--- src/rtl/dbgchan_pkg.sv ---
package dbgchan_pkg;

  localparam int unsigned REG_W = 32;

  localparam int unsigned OFS_ACCESS = 'h00;
  localparam int unsigned OFS_CFG    = 'h08;
  localparam int unsigned OFS_STAT   = 'h10;
  localparam int unsigned OFS_RXPOP  = 'h18;
  localparam int unsigned OFS_TXBASE = 'h20;
  localparam int unsigned TX_STRIDE  = 8;

  localparam int unsigned CFG_TXSEL_LSB = 18;
  localparam int unsigned CFG_RXSEL_LSB = 16;

  typedef enum logic [1:0] {
    TXI_OFF     = 2'd0,
    TXI_EMPTY   = 2'd1,
    TXI_NOTFULL = 2'd2,
    TXI_LOW     = 2'd3
  } tx_sel_e;

  typedef enum logic [1:0] {
    RXI_OFF      = 2'd0,
    RXI_FULL     = 2'd1,
    RXI_NOTEMPTY = 2'd2,
    RXI_HIGH     = 2'd3
  } rx_sel_e;

  // occupancy at or below a quarter of depth
  function automatic logic low_mark(input int unsigned cnt, input int unsigned depth);
    return (cnt * 4) <= depth;
  endfunction

  // occupancy at or above three quarters of depth
  function automatic logic high_mark(input int unsigned cnt, input int unsigned depth);
    return (cnt * 4) >= (depth * 3);
  endfunction

  function automatic logic tx_cond(input tx_sel_e sel, input int unsigned cnt,
                                   input int unsigned depth);
    case (sel)
      TXI_EMPTY:   return cnt == 0;
      TXI_NOTFULL: return cnt < depth;
      TXI_LOW:     return low_mark(cnt, depth);
      default:     return 1'b0;
    endcase
  endfunction

  function automatic logic rx_cond(input rx_sel_e sel, input int unsigned cnt,
                                   input int unsigned depth);
    case (sel)
      RXI_FULL:     return cnt == depth;
      RXI_NOTEMPTY: return cnt != 0;
      RXI_HIGH:     return high_mark(cnt, depth);
      default:      return 1'b0;
    endcase
  endfunction

endpackage

--- src/rtl/dbgchan_fifo.sv ---
module dbgchan_fifo #(
  parameter int unsigned DATA_W = 32,
  parameter int unsigned TAG_W  = 4,
  parameter int unsigned DEPTH  = 8
) (
  input  logic                          clk,
  input  logic                          rst_n,
  input  logic                          push_req,
  input  logic [DATA_W-1:0]             push_data,
  input  logic [TAG_W-1:0]              push_tag,
  input  logic                          pop_req,
  output logic [DATA_W-1:0]             head_data,
  output logic [TAG_W-1:0]              head_tag,
  output logic [$clog2(DEPTH+1)-1:0]    level,
  output logic                          is_full,
  output logic                          is_empty,
  output logic                          push_done,
  output logic                          pop_done
);

  localparam int unsigned PTR_W = (DEPTH > 1) ? $clog2(DEPTH) : 1;
  localparam int unsigned CNT_W = $clog2(DEPTH + 1);

  logic [DATA_W-1:0] data_mem [DEPTH];
  logic [TAG_W-1:0]  tag_mem  [DEPTH];
  logic [PTR_W-1:0]  wr_ptr, rd_ptr;

  function automatic logic [PTR_W-1:0] step_ptr(input logic [PTR_W-1:0] p);
    return (p == PTR_W'(DEPTH - 1)) ? '0 : p + 1'b1;
  endfunction

  assign is_full   = (level == CNT_W'(DEPTH));
  assign is_empty  = (level == '0);
  assign push_done = push_req && !is_full;
  assign pop_done  = pop_req && !is_empty;

  assign head_data = is_empty ? '0 : data_mem[rd_ptr];
  assign head_tag  = is_empty ? '0 : tag_mem[rd_ptr];

  always_ff @(posedge clk) begin
    if (push_done) begin
      data_mem[wr_ptr] <= push_data;
      tag_mem[wr_ptr]  <= push_tag;
    end
  end

  always_ff @(posedge clk or negedge rst_n) begin
    if (!rst_n) begin
      wr_ptr <= '0;
      rd_ptr <= '0;
      level  <= '0;
    end else begin
      if (push_done) wr_ptr <= step_ptr(wr_ptr);
      if (pop_done)  rd_ptr <= step_ptr(rd_ptr);
      case ({push_done, pop_done})
        2'b10:   level <= level + 1'b1;
        2'b01:   level <= level - 1'b1;
        default: level <= level;
      endcase
    end
  end

  AST_LEVEL_BOUND: assert property (@(posedge clk) disable iff (!rst_n)
    level <= CNT_W'(DEPTH));
  AST_FULL_DISCARD: assert property (@(posedge clk) disable iff (!rst_n)
    (is_full && push_req && !pop_req) |=> $stable(level));
  AST_EMPTY_NOPOP: assert property (@(posedge clk) disable iff (!rst_n)
    (is_empty && pop_req && !push_req) |=> $stable(level));
  AST_PAIR_HOLDS: assert property (@(posedge clk) disable iff (!rst_n)
    (push_done && pop_done) |=> $stable(level));
  AST_FLAGS_EXCL: assert property (@(posedge clk) disable iff (!rst_n)
    !(is_full && is_empty));

endmodule

--- src/rtl/dbgchan_decode.sv ---
module dbgchan_decode #(
  parameter int unsigned ADDR_W = 8,
  parameter int unsigned NUM_CH = 16,
  parameter int unsigned CH_W   = 4
) (
  input  logic [ADDR_W-1:0] addr,
  output logic              hit_cfg,
  output logic              hit_stat,
  output logic              hit_rx,
  output logic              hit_tx,
  output logic [CH_W-1:0]   tx_chan
);
  import dbgchan_pkg::*;

  logic [NUM_CH-1:0] ch_match;

  for (genvar g = 0; g < NUM_CH; g++) begin : g_slot
    assign ch_match[g] = (addr == ADDR_W'(OFS_TXBASE + TX_STRIDE * g));
  end

  always_comb begin
    tx_chan = '0;
    for (int i = 0; i < NUM_CH; i++) begin
      if (ch_match[i]) tx_chan = CH_W'(i);
    end
  end

  assign hit_tx   = |ch_match;
  assign hit_cfg  = (addr == ADDR_W'(OFS_CFG));
  assign hit_stat = (addr == ADDR_W'(OFS_STAT));
  assign hit_rx   = (addr == ADDR_W'(OFS_RXPOP));

endmodule

--- src/rtl/dbgchan_irq.sv ---
module dbgchan_irq #(
  parameter int unsigned TX_DEPTH = 8,
  parameter int unsigned RX_DEPTH = 8,
  parameter int unsigned TXC_W    = 4,
  parameter int unsigned RXC_W    = 4
) (
  input  logic                  clk,
  input  logic                  rst_n,
  input  dbgchan_pkg::tx_sel_e  tx_sel,
  input  dbgchan_pkg::rx_sel_e  rx_sel,
  input  logic [TXC_W-1:0]      tx_level,
  input  logic [RXC_W-1:0]      rx_level,
  output logic                  irq
);
  import dbgchan_pkg::*;

  logic tx_hit, rx_hit;

  assign tx_hit = tx_cond(tx_sel, 32'(tx_level), TX_DEPTH);
  assign rx_hit = rx_cond(rx_sel, 32'(rx_level), RX_DEPTH);
  assign irq    = tx_hit | rx_hit;

  AST_IRQ_QUIET: assert property (@(posedge clk) disable iff (!rst_n)
    (tx_sel == TXI_OFF && rx_sel == RXI_OFF) |-> !irq);
  AST_TX_EMPTY_IRQ: assert property (@(posedge clk) disable iff (!rst_n)
    (tx_sel == TXI_EMPTY && tx_level == '0) |-> irq);
  AST_RX_FULL_IRQ: assert property (@(posedge clk) disable iff (!rst_n)
    (rx_sel == RXI_FULL && rx_level == RXC_W'(RX_DEPTH)) |-> irq);

endmodule

--- src/rtl/dbgchan_regblk.sv ---
module dbgchan_regblk #(
  parameter int unsigned ADDR_W   = 8,
  parameter int unsigned NUM_CH   = 16,
  parameter int unsigned TX_DEPTH = 8,
  parameter int unsigned RX_DEPTH = 8
) (
  input  logic                        clk,
  input  logic                        rst_n,
  input  logic [ADDR_W-1:0]           bus_addr,
  input  logic                        bus_wr,
  input  logic [31:0]                 bus_wdata,
  input  logic                        bus_rd,
  output logic [31:0]                 bus_rdata,
  input  logic                        host_tx_pop,
  output logic                        host_tx_valid,
  output logic [31:0]                 host_tx_data,
  output logic [$clog2(NUM_CH)-1:0]   host_tx_chan,
  input  logic                        host_rx_push,
  input  logic [31:0]                 host_rx_data,
  input  logic [$clog2(NUM_CH)-1:0]   host_rx_chan,
  output logic                        host_rx_ready,
  output logic                        irq
);
  import dbgchan_pkg::*;

  localparam int unsigned CH_W  = $clog2(NUM_CH);
  localparam int unsigned TXC_W = $clog2(TX_DEPTH + 1);
  localparam int unsigned RXC_W = $clog2(RX_DEPTH + 1);

  logic            hit_cfg, hit_stat, hit_rx, hit_tx;
  logic [CH_W-1:0] dec_chan;

  tx_sel_e tx_sel;
  rx_sel_e rx_sel;

  logic [TXC_W-1:0] tx_level;
  logic [RXC_W-1:0] rx_level;
  logic             tx_full, tx_empty, rx_full, rx_empty;
  logic             tx_push_done, tx_pop_done, rx_push_done, rx_pop_done;
  logic [31:0]      rx_head_data;
  logic [CH_W-1:0]  rx_head_tag;
  logic             tx_push, rx_pop;

  dbgchan_decode #(.ADDR_W(ADDR_W), .NUM_CH(NUM_CH), .CH_W(CH_W)) u_decode (
    .addr(bus_addr), .hit_cfg(hit_cfg), .hit_stat(hit_stat),
    .hit_rx(hit_rx), .hit_tx(hit_tx), .tx_chan(dec_chan)
  );

  assign tx_push = bus_wr && hit_tx;
  assign rx_pop  = bus_rd && hit_rx;

  dbgchan_fifo #(.DATA_W(REG_W), .TAG_W(CH_W), .DEPTH(TX_DEPTH)) u_txq (
    .clk(clk), .rst_n(rst_n),
    .push_req(tx_push), .push_data(bus_wdata), .push_tag(dec_chan),
    .pop_req(host_tx_pop), .head_data(host_tx_data), .head_tag(host_tx_chan),
    .level(tx_level), .is_full(tx_full), .is_empty(tx_empty),
    .push_done(tx_push_done), .pop_done(tx_pop_done)
  );

  dbgchan_fifo #(.DATA_W(REG_W), .TAG_W(CH_W), .DEPTH(RX_DEPTH)) u_rxq (
    .clk(clk), .rst_n(rst_n),
    .push_req(host_rx_push), .push_data(host_rx_data), .push_tag(host_rx_chan),
    .pop_req(rx_pop), .head_data(rx_head_data), .head_tag(rx_head_tag),
    .level(rx_level), .is_full(rx_full), .is_empty(rx_empty),
    .push_done(rx_push_done), .pop_done(rx_pop_done)
  );

  assign host_tx_valid = !tx_empty;
  assign host_rx_ready = !rx_full;

  always_ff @(posedge clk or negedge rst_n) begin
    if (!rst_n) begin
      tx_sel <= TXI_OFF;
      rx_sel <= RXI_OFF;
    end else if (bus_wr && hit_cfg) begin
      tx_sel <= tx_sel_e'(bus_wdata[CFG_TXSEL_LSB +: 2]);
      rx_sel <= rx_sel_e'(bus_wdata[CFG_RXSEL_LSB +: 2]);
    end
  end

  dbgchan_irq #(.TX_DEPTH(TX_DEPTH), .RX_DEPTH(RX_DEPTH),
                .TXC_W(TXC_W), .RXC_W(RXC_W)) u_irq (
    .clk(clk), .rst_n(rst_n), .tx_sel(tx_sel), .rx_sel(rx_sel),
    .tx_level(tx_level), .rx_level(rx_level), .irq(irq)
  );

  logic [31:0] cfg_word, stat_word;

  assign cfg_word  = {12'h000, tx_sel, rx_sel, 8'(TX_DEPTH), 8'(RX_DEPTH)};
  assign stat_word = {8'(tx_level), 8'(rx_level), 8'h00, 4'(rx_head_tag),
                      rx_empty, rx_full, tx_empty, tx_full};

  always_comb begin
    bus_rdata = '0;
    if (hit_cfg)       bus_rdata = cfg_word;
    else if (hit_stat) bus_rdata = stat_word;
    else if (hit_rx)   bus_rdata = rx_head_data;
  end

  AST_RX_EMPTY_READ: assert property (@(posedge clk) disable iff (!rst_n)
    (rx_pop && rx_empty) |-> (!rx_pop_done && bus_rdata == '0));
  AST_RX_DROP_FULL: assert property (@(posedge clk) disable iff (!rst_n)
    (host_rx_push && !host_rx_ready) |-> !rx_push_done);
  AST_TX_POP_EMPTY: assert property (@(posedge clk) disable iff (!rst_n)
    (host_tx_pop && !host_tx_valid) |-> !tx_pop_done);
  AST_TX_TAG_FIRST: assert property (@(posedge clk) disable iff (!rst_n)
    (tx_push_done && tx_empty) |=> (host_tx_chan == $past(dec_chan)));
  AST_CFG_HOLD: assert property (@(posedge clk) disable iff (!rst_n)
    !(bus_wr && hit_cfg) |=> ($stable(tx_sel) && $stable(rx_sel)));

endmodule

--- config.mk ---
export PLATFORM = sky130hd
export DESIGN_NAME = dbgchan_regblk
export DESIGN_NICKNAME = d
export VERILOG_FILES = /design/src/rtl/dbgchan_pkg.sv /design/src/rtl/dbgchan_fifo.sv /design/src/rtl/dbgchan_decode.sv /design/src/rtl/dbgchan_irq.sv /design/src/rtl/dbgchan_regblk.sv
export SDC_FILE = /design/constraint.sdc
export NUM_CORES = 1
export LEC_CHECK = 0
export ABC_CLOCK_PERIOD_IN_PS = 9800
export BUFFER_PORTS_ARGS = -buffer_cell sky130_fd_sc_hd__buf_2
export CORE_ASPECT_RATIO = 0.5
export CORE_UTILIZATION = 60
export CTS_CLUSTER_SIZE = 40
export DETAILED_ROUTE_END_ITERATION = 8
export PLACE_DENSITY = 0.79
export SLEW_MARGIN = 20
export SYNTH_ARGS = -nofsm -noshare
export SYNTH_HDL_FRONTEND = slang
export SYNTH_SLANG_ARGS = --single-unit
--- constraint.sdc ---
create_clock -name clk -period 9.8 [get_ports clk]
set_input_delay 0.98 -clock clk [delete_from_list [all_inputs] [get_ports clk]]
set_output_delay 0.98 -clock clk [all_outputs]
set_load 0.01 [all_outputs]
==> results of run 1 <==
## per-layer routing
layer  wire length (um)  part of all wire [%]
met5                 12                 0.026
met4                868                   1.9
met1              18100                    39
met3               2500                   5.3
met2              25200                    54
## final cells by class
type,count,share of cell area (%)
multi-input combinational,424,20.4
inverter,16,0.226
tap,520,2.45
antenna,1,0.00941
clock inverter,32,0.997
sequential,600,67.4
clock buffer,61,4.94
timing repair buffer,178,3.67
## logic make-up after synthesis
family,Yosys count
flip-flops,600
multiplexers,231
AND/OR/NAND/NOR,130
buffers and inverters,69
AO/OA/AOI/OAI,42
adder cells (fa/ha/maj),16
XOR/XNOR,5
## where the power goes
part / internal [mW] / total, mW / switching (mW)
clock: 1.06 / 1.92 / 0.862
combinational: 0.611 / 1.27 / 0.656
sequential: 3.05 / 3.27 / 0.226
total: 4.72 / 6.47 / 1.74
## registers in the layout, summed over array words and instances (netlist names)
name	cells
u_rxq.wr_ptr	3
u_rxq.data_mem	256
u_txq.wr_ptr	3
rx_sel	2
u_txq.data_mem	256
tx_sel	2
u_txq.level	4
u_txq.tag_mem	32
u_rxq.level	4
u_rxq.tag_mem	32
u_txq.rd_ptr	3
u_rxq.rd_ptr	3
## per-stage QoR
step           hold slack, ps  power (mW)
4_1_cts                   433        6.52
5_1_grt                   455        6.72
6_report                  426        6.47
2_1_floorplan             503        4.14
3_5_place_dp              528        4.60
3_3_place_gp              517        4.54
## cell usage in the layout (no fill, tap or decap), types with 7 or more instances in the layout
cell type | netlist | routed
sky130_fd_sc_hd__mux2i_1 | 73 | 73
sky130_fd_sc_hd__mux2_2 | 11 | 11
sky130_fd_sc_hd__o22ai_1 | 9 | 9
sky130_fd_sc_hd__buf_2 | 22 | 152
sky130_fd_sc_hd__buf_4 | 0 | 25
sky130_fd_sc_hd__edfxtp_1 | 576 | 576
sky130_fd_sc_hd__mux4_2 | 144 | 144
sky130_fd_sc_hd__clkbuf_1 | 18 | 10
sky130_fd_sc_hd__nor2_1 | 62 | 59
sky130_fd_sc_hd__clkbuf_16 | 0 | 51
sky130_fd_sc_hd__clkinv_1 | 0 | 14
sky130_fd_sc_hd__nand2_1 | 15 | 15
sky130_fd_sc_hd__clkinv_2 | 0 | 7
sky130_fd_sc_hd__o21ai_0 | 11 | 11
sky130_fd_sc_hd__dfrtp_1 | 24 | 18
sky130_fd_sc_hd__nor3_2 | 1 | 8
sky130_fd_sc_hd__inv_1 | 15 | 15
sky130_fd_sc_hd__ha_1 | 14 | 14
## final timing paths
kind	from	end	slack (ps)	cells past startpoint
worst max-delay path	u_txq.rd_ptr[0]$_DFFE_PN0P_	host_tx_data[10]	5550	5
worst min-delay path	rst_n	u_rxq.wr_ptr[2]$_DFFE_PN0P_	430	1
worst max register to register	u_txq.level[2]$_DFFE_PN0P_	u_txq.level[3]$_DFFE_PN0P_	6620	11
worst min register to register	u_txq.rd_ptr[2]$_DFFE_PN0P_	u_txq.rd_ptr[2]$_DFFE_PN0P_	540	1
max in group asynchronous	rst_n	u_txq.rd_ptr[1]$_DFFE_PN0P_	8900	1
min in group clk	u_txq.rd_ptr[2]$_DFFE_PN0P_	u_txq.rd_ptr[2]$_DFFE_PN0P_	540	1
## worst max-delay path, delay by kind of cell (launching register included)
family        cells  cell delay (ps)
flops             1              950
buf+inv           2              860
mux               2              800
simple gates      1               70
==> flow_summary.ini, run 1 <==
[clocking]
ctsRootBufferMaster = sky130_fd_sc_hd__clkbuf_16
tritoncts = yes
worst_setup_hold_path_clk_slew_ps = 70
post-cts-setup-buffers = 0
holdBufCountCts = 0
cts-htree-levels = 2
ctsLongestPathBuffers = 3
cts_repair_resize_count = 0
clock_sinks = 600
cts-buffers-inserted = 50
clk-insertion-delay-late_ps = 570

[synthesis]
synth.lib_cells_used.distinct = 49
syn_area_per_cell_um2 = 21.5
synth_top_area_share_pct = 73.6
synth-edff-count = 576
largest_family_of_logic_cells_by_synthesized_area = multiplexers
synthFlopType = sky130_fd_sc_hd__edfxtp_1
share_of_synthesized_cell_area_in_and_or_nand_and_nor_gates_pct = 2.83
synthArstFlopShare_pct = 4.00
synth_area_leaders = sky130_fd_sc_hd__edfxtp_1 74%, sky130_fd_sc_hd__mux4_2 14%, sky130_fd_sc_hd__mux2i_1 3.1%
synth-compound-area-share_pct = 1.09
syn_area_um2 = 23500
syn_inst = 1093
ys_seq_area_share_pct = 76.1
post-synth-top-area-cell = sky130_fd_sc_hd__edfxtp_1
muxShareOfSynthArea_pct = 17.6
synth.ff_latch_count = 600
netlist_top_cells_count = 576 x sky130_fd_sc_hd__edfxtp_1, 144 x sky130_fd_sc_hd__mux4_2, 73 x sky130_fd_sc_hd__mux2i_1
synth_nets = 1191
post-synth-top-count-cell = sky130_fd_sc_hd__edfxtp_1
post_synth_xor_area_fraction_pct = 0.186
synth.yosys.warnings = 0
post_synth_fa_ha_maj_area_fraction_pct = 0.916

[die]
coreArea_um2 = 38000
fp.dieW_um = 282
die-area_um2 = 40000
rows = 50
floorplan.die.height_um = 142
initial_utilization_pct = 61.9
boundaryPins = 153

[sta]
rsz0062_at_grt = no
finalSetupTns_ps = 0
count_of_endpoints_failing_hold_in_the_final_timing_report = 0
post-route-period-util_pct = 43.4
layout_min_cycle_time_ps = 4250
final_critical_path_setup_slack_ps = 5550
tightestPinTransition_ps = 1100
fin_worst_skew_ps = 18.5
timing.max_slew.rel_slack_pct = 26.9
setup_viol = 0
timing.final.max_slew_violations = 0
max_clock_freq_mhz = 235

[power_and_ir_drop]
power_density_nw_per_um2 = 243
ir_drop_mv = 0.148
power_leakage_nw = 8.74

[worst_setup_path]
critPathCaptureType = output pin
worst_setup_start_kind = flop
max_stage_delay_ps = 950
timing.setup.critical_path_class = flop to output pin
cells_along_the_critical_path = buf_4 > mux4_2 > mux2i_1 > nor2_1 > buf_2
arrival_ps = 3270
critical_path.max_fanout = 42
cp_data_required_time_ps = 8820
crit_path_top_delay_cell = sky130_fd_sc_hd__dfrtp_4

[place]
placed_cells_incl_taps = 1737
place_worst_setup_slack_ps = 5870
port-buffer-count = 152
gpl.final_weighted_congestion = 0.758
post-dp-hpwl_um = 24500
placedInstanceArea_um2 = 25000

[drt]
vias = 11300
avgRoutedWirePerCell_um = 25.5
drt_first_iter_violations = 865
finalWirelength_um = 46700
postRouteAntennaNets = 0
first_pass_iters = 5
drc = 0
vias_per_cell = 6.19

[finish]
layout.cells.non_filler = 1832
fillCellCount = 2244
postLayoutCellArea_um2 = 26600
multi_input_comb_area_um2 = 5420
synthToLayoutAreaGrowth_pct = 13.2
utilization_pct = 70.0
drive_above_1_share_pct = 32.9
design.final.nets = 1368
seq_area_um2 = 17900

[global_routing]
globalRoute.totalOverflow = 0
grtUsageMet2_pct = 43.1
first_pass_grt_wire_length_um = 70000
grt_busiest_layer = met2
grt_pass1_vias = 11900
grt_use_met3_pct = 3.27
grt_max_degree = 75
met1_usage_pct = 31.2
grt_antenna_before_repair = 1
groute.usage.overall_pct = 23.9

[run]
maxCapViolCount = 0

[run_status]
outcome = finished, final reports clean

[hold_path]
worst_min_delay_path_category = input port to async pin
(Power assumes the default switching activity.)
==> inputs of run 2 (changes only) <==
--- a/config.mk
+++ b/config.mk
@@ -5,13 +5,13 @@
 export SDC_FILE = /design/constraint.sdc
 export NUM_CORES = 1
 export LEC_CHECK = 0
-export ABC_CLOCK_PERIOD_IN_PS = 9800
+export ABC_CLOCK_PERIOD_IN_PS = 3550
 export BUFFER_PORTS_ARGS = -buffer_cell sky130_fd_sc_hd__buf_2
 export CORE_ASPECT_RATIO = 0.5
-export CORE_UTILIZATION = 60
+export CORE_UTILIZATION = 54
 export CTS_CLUSTER_SIZE = 40
 export DETAILED_ROUTE_END_ITERATION = 8
-export PLACE_DENSITY = 0.79
+export PLACE_DENSITY = 0.75
 export SLEW_MARGIN = 20
 export SYNTH_ARGS = -nofsm -noshare
 export SYNTH_HDL_FRONTEND = slang
==> constraint.sdc (replaced) <==
create_clock -name clk -period 3.55 [get_ports clk]
set_input_delay 0.355 -clock clk [delete_from_list [all_inputs] [get_ports clk]]
set_output_delay 0.355 -clock clk [all_outputs]
set_load 0.01 [all_outputs]
==> flow_summary.ini, run 2 (synthesis results as in run 1) <==
[sta]
final_critical_path_setup_slack_ps = 344
setup_viol = 0
hold_worst_slack_ps = 32.9
fin_worst_skew_ps = 31.9
rsz0062_at_grt = no
post-route-period-util_pct = 90.3
timing.final.max_slew_violations = 0
tightestPinTransition_ps = 923
max_clock_freq_mhz = 312
count_of_endpoints_failing_hold_in_the_final_timing_report = 0
timing.max_slew.rel_slack_pct = 38.0
layout_min_cycle_time_ps = 3210

[die]
fp.dieW_um = 297
coreArea_um2 = 42400
floorplan.die.height_um = 150
boundaryPins = 153
die-area_um2 = 44400
rows = 53
initial_utilization_pct = 55.4

[global_routing]
grt_pass1_vias = 12100
globalRoute.totalOverflow = 0
groute.usage.overall_pct = 21.6
first_pass_grt_wire_length_um = 71600
grt_antenna_before_repair = 6
grt_max_degree = 59

[drt]
postRouteAntennaNets = 0
drt_first_iter_violations = 961
finalWirelength_um = 47200
vias = 11300
first_pass_iters = 5
avgRoutedWirePerCell_um = 24.7
drc = 0
vias_per_cell = 5.93

[clocking]
clock_sinks = 600
ctsLongestPathBuffers = 3
tritoncts = yes
cts-htree-levels = 2
cts_repair_resize_count = 0
ctsRootBufferMaster = sky130_fd_sc_hd__clkbuf_16
clk-insertion-delay-late_ps = 590
worst_setup_hold_path_clk_slew_ps = 70
cts-buffers-inserted = 51

[finish]
synthToLayoutAreaGrowth_pct = 15.0
design.final.nets = 1387
reg.largest.list = u_rxq.data_mem x256, u_txq.data_mem x256
postLayoutCellArea_um2 = 27000
layout_common_cells = 576 x sky130_fd_sc_hd__edfxtp_1, 152 x sky130_fd_sc_hd__buf_2, 144 x sky130_fd_sc_hd__mux4_2
drive_above_1_share_pct = 34.8
utilization_pct = 63.7
mostFrequentLayoutCell = sky130_fd_sc_hd__edfxtp_1

[worst_setup_path]
worst-r2r-cell-count = 8
r2r-end = u_rxq.level[3]$_DFFE_PN0P_
reg2reg_slack_ps = 650
worst_setup_start_kind = flop
critical_path.reg2reg.startpoint = u_rxq.level[2]$_DFFE_PN0P_
cp_data_required_time_ps = 3190
timing.setup.critical_path_class = flop to output pin
critPathCaptureType = output pin
arrival_ps = 2850
critical_path.max_fanout = 35

[place]
gpl.final_weighted_congestion = 0.782
post-dp-hpwl_um = 26900
placedInstanceArea_um2 = 25300
port-buffer-count = 152
place_worst_setup_slack_ps = 336

[hold_path]
worst_min_delay_path_category = input port to flop
holdPathStages = 1
min_from = bus_wdata[11]
holdPathEnd = u_txq.data_mem[3][11]$_DFFE_PP_

[run_status]
outcome = finished, final reports clean

[power_and_ir_drop]
power_density_nw_per_um2 = 674
totalPowerFinal_mw = 18.2
power_leakage_nw = 8.95
ir_drop_mv = 0.394

[run]
maxCapViolCount = 0
run 2: changes by cell type in the layout (fill, tap and decap cells not counted), sizes merged:
cell,previous run,this run
buf,178,195
bufinv,4,1
clkbuf,61,74
clkinv,23,19
clkinvlp,3,0
diode,1,3
dlygate4sd3,0,1
run 2: how the worst max path moves through the flow:
stage / start / to / slack (ps) / depth (start not counted)
finish: u_txq.rd_ptr[0]$_DFFE_PN0P_ / host_tx_data[30] / 340 / 5
global placement: bus_addr[2] / u_rxq.level[3]$_DFFE_PN0P_ / 520 / 9
global route: u_txq.rd_ptr[0]$_DFFE_PN0P_ / host_tx_data[30] / 140 / 5
detailed placement: bus_addr[2] / u_rxq.level[3]$_DFFE_PN0P_ / 340 / 9
CTS: u_rxq.rd_ptr[0]$_DFFE_PN0P_ / bus_rdata[14] / 120 / 5
floorplan: bus_addr[2] / u_txq.data_mem[3][0]$_DFFE_PP_ / -780 / 5
run 2: per-layer routing:
| metal | vias to the layer above | share of wire, % | global-route usage (%) |
|---|---|---|---|
| li1 | 4922 | - | - |
| met1 | 6029 | 39 | 27.0 |
| met2 | 322 | 54 | 39.8 |
| met3 | 70 | 4.9 | 3.44 |
| met4 | 0 | 2.0 | 5.46 |
| met5 | - | 0 | 0 |
run 2: area by class of cell:
cell class | count | area (um2)
Clock inverter | 22 | 151
Antenna cell | 3 | 7.51
Multi-Input combinational cell | 424 | 5490
Sequential cell | 600 | 17900
Inverter | 16 | 60.1
Tap cell | 577 | 722
Clock buffer | 74 | 1540
Fill cell | 2830 | 15400
Timing Repair Buffer | 196 | 1140
run 2: power by group:
group | switching (mW) | leakage [nW] | total, mW | internal (mW)
Combinational | 1.91 | 2.60 | 3.67 | 1.76
Clock | 2.44 | 0.848 | 5.53 | 3.09
Sequential | 0.604 | 5.51 | 9.02 | 8.41
Total | 4.95 | 8.95 | 18.2 | 13.3
run 2: critical path, stage by stage (launching register included):
cell and delay, ps:
sky130_fd_sc_hd__dfrtp_4 870, sky130_fd_sc_hd__buf_4 360, sky130_fd_sc_hd__mux4_2 540, sky130_fd_sc_hd__mux2i_1 280
sky130_fd_sc_hd__nor2_1 70, sky130_fd_sc_hd__buf_2 160
run 2: metrics by stage:
stage | std cells | TNS (ps)
6_report | 1912 | 0
4_1_cts | 1908 | 0
5_1_grt | 1912 | 0
2_1_floorplan | 1093 | -129750
3_3_place_gp | 1811 | 0
3_5_place_dp | 1811 | 0
run 2: repair_timing:
action / in CTS / in global routing
endpoints found under the hold margin: 24 / 0
hold buffers: 1 / 0
buffers inserted: 0 / 1
setup endpoints to repair: 0 / 1
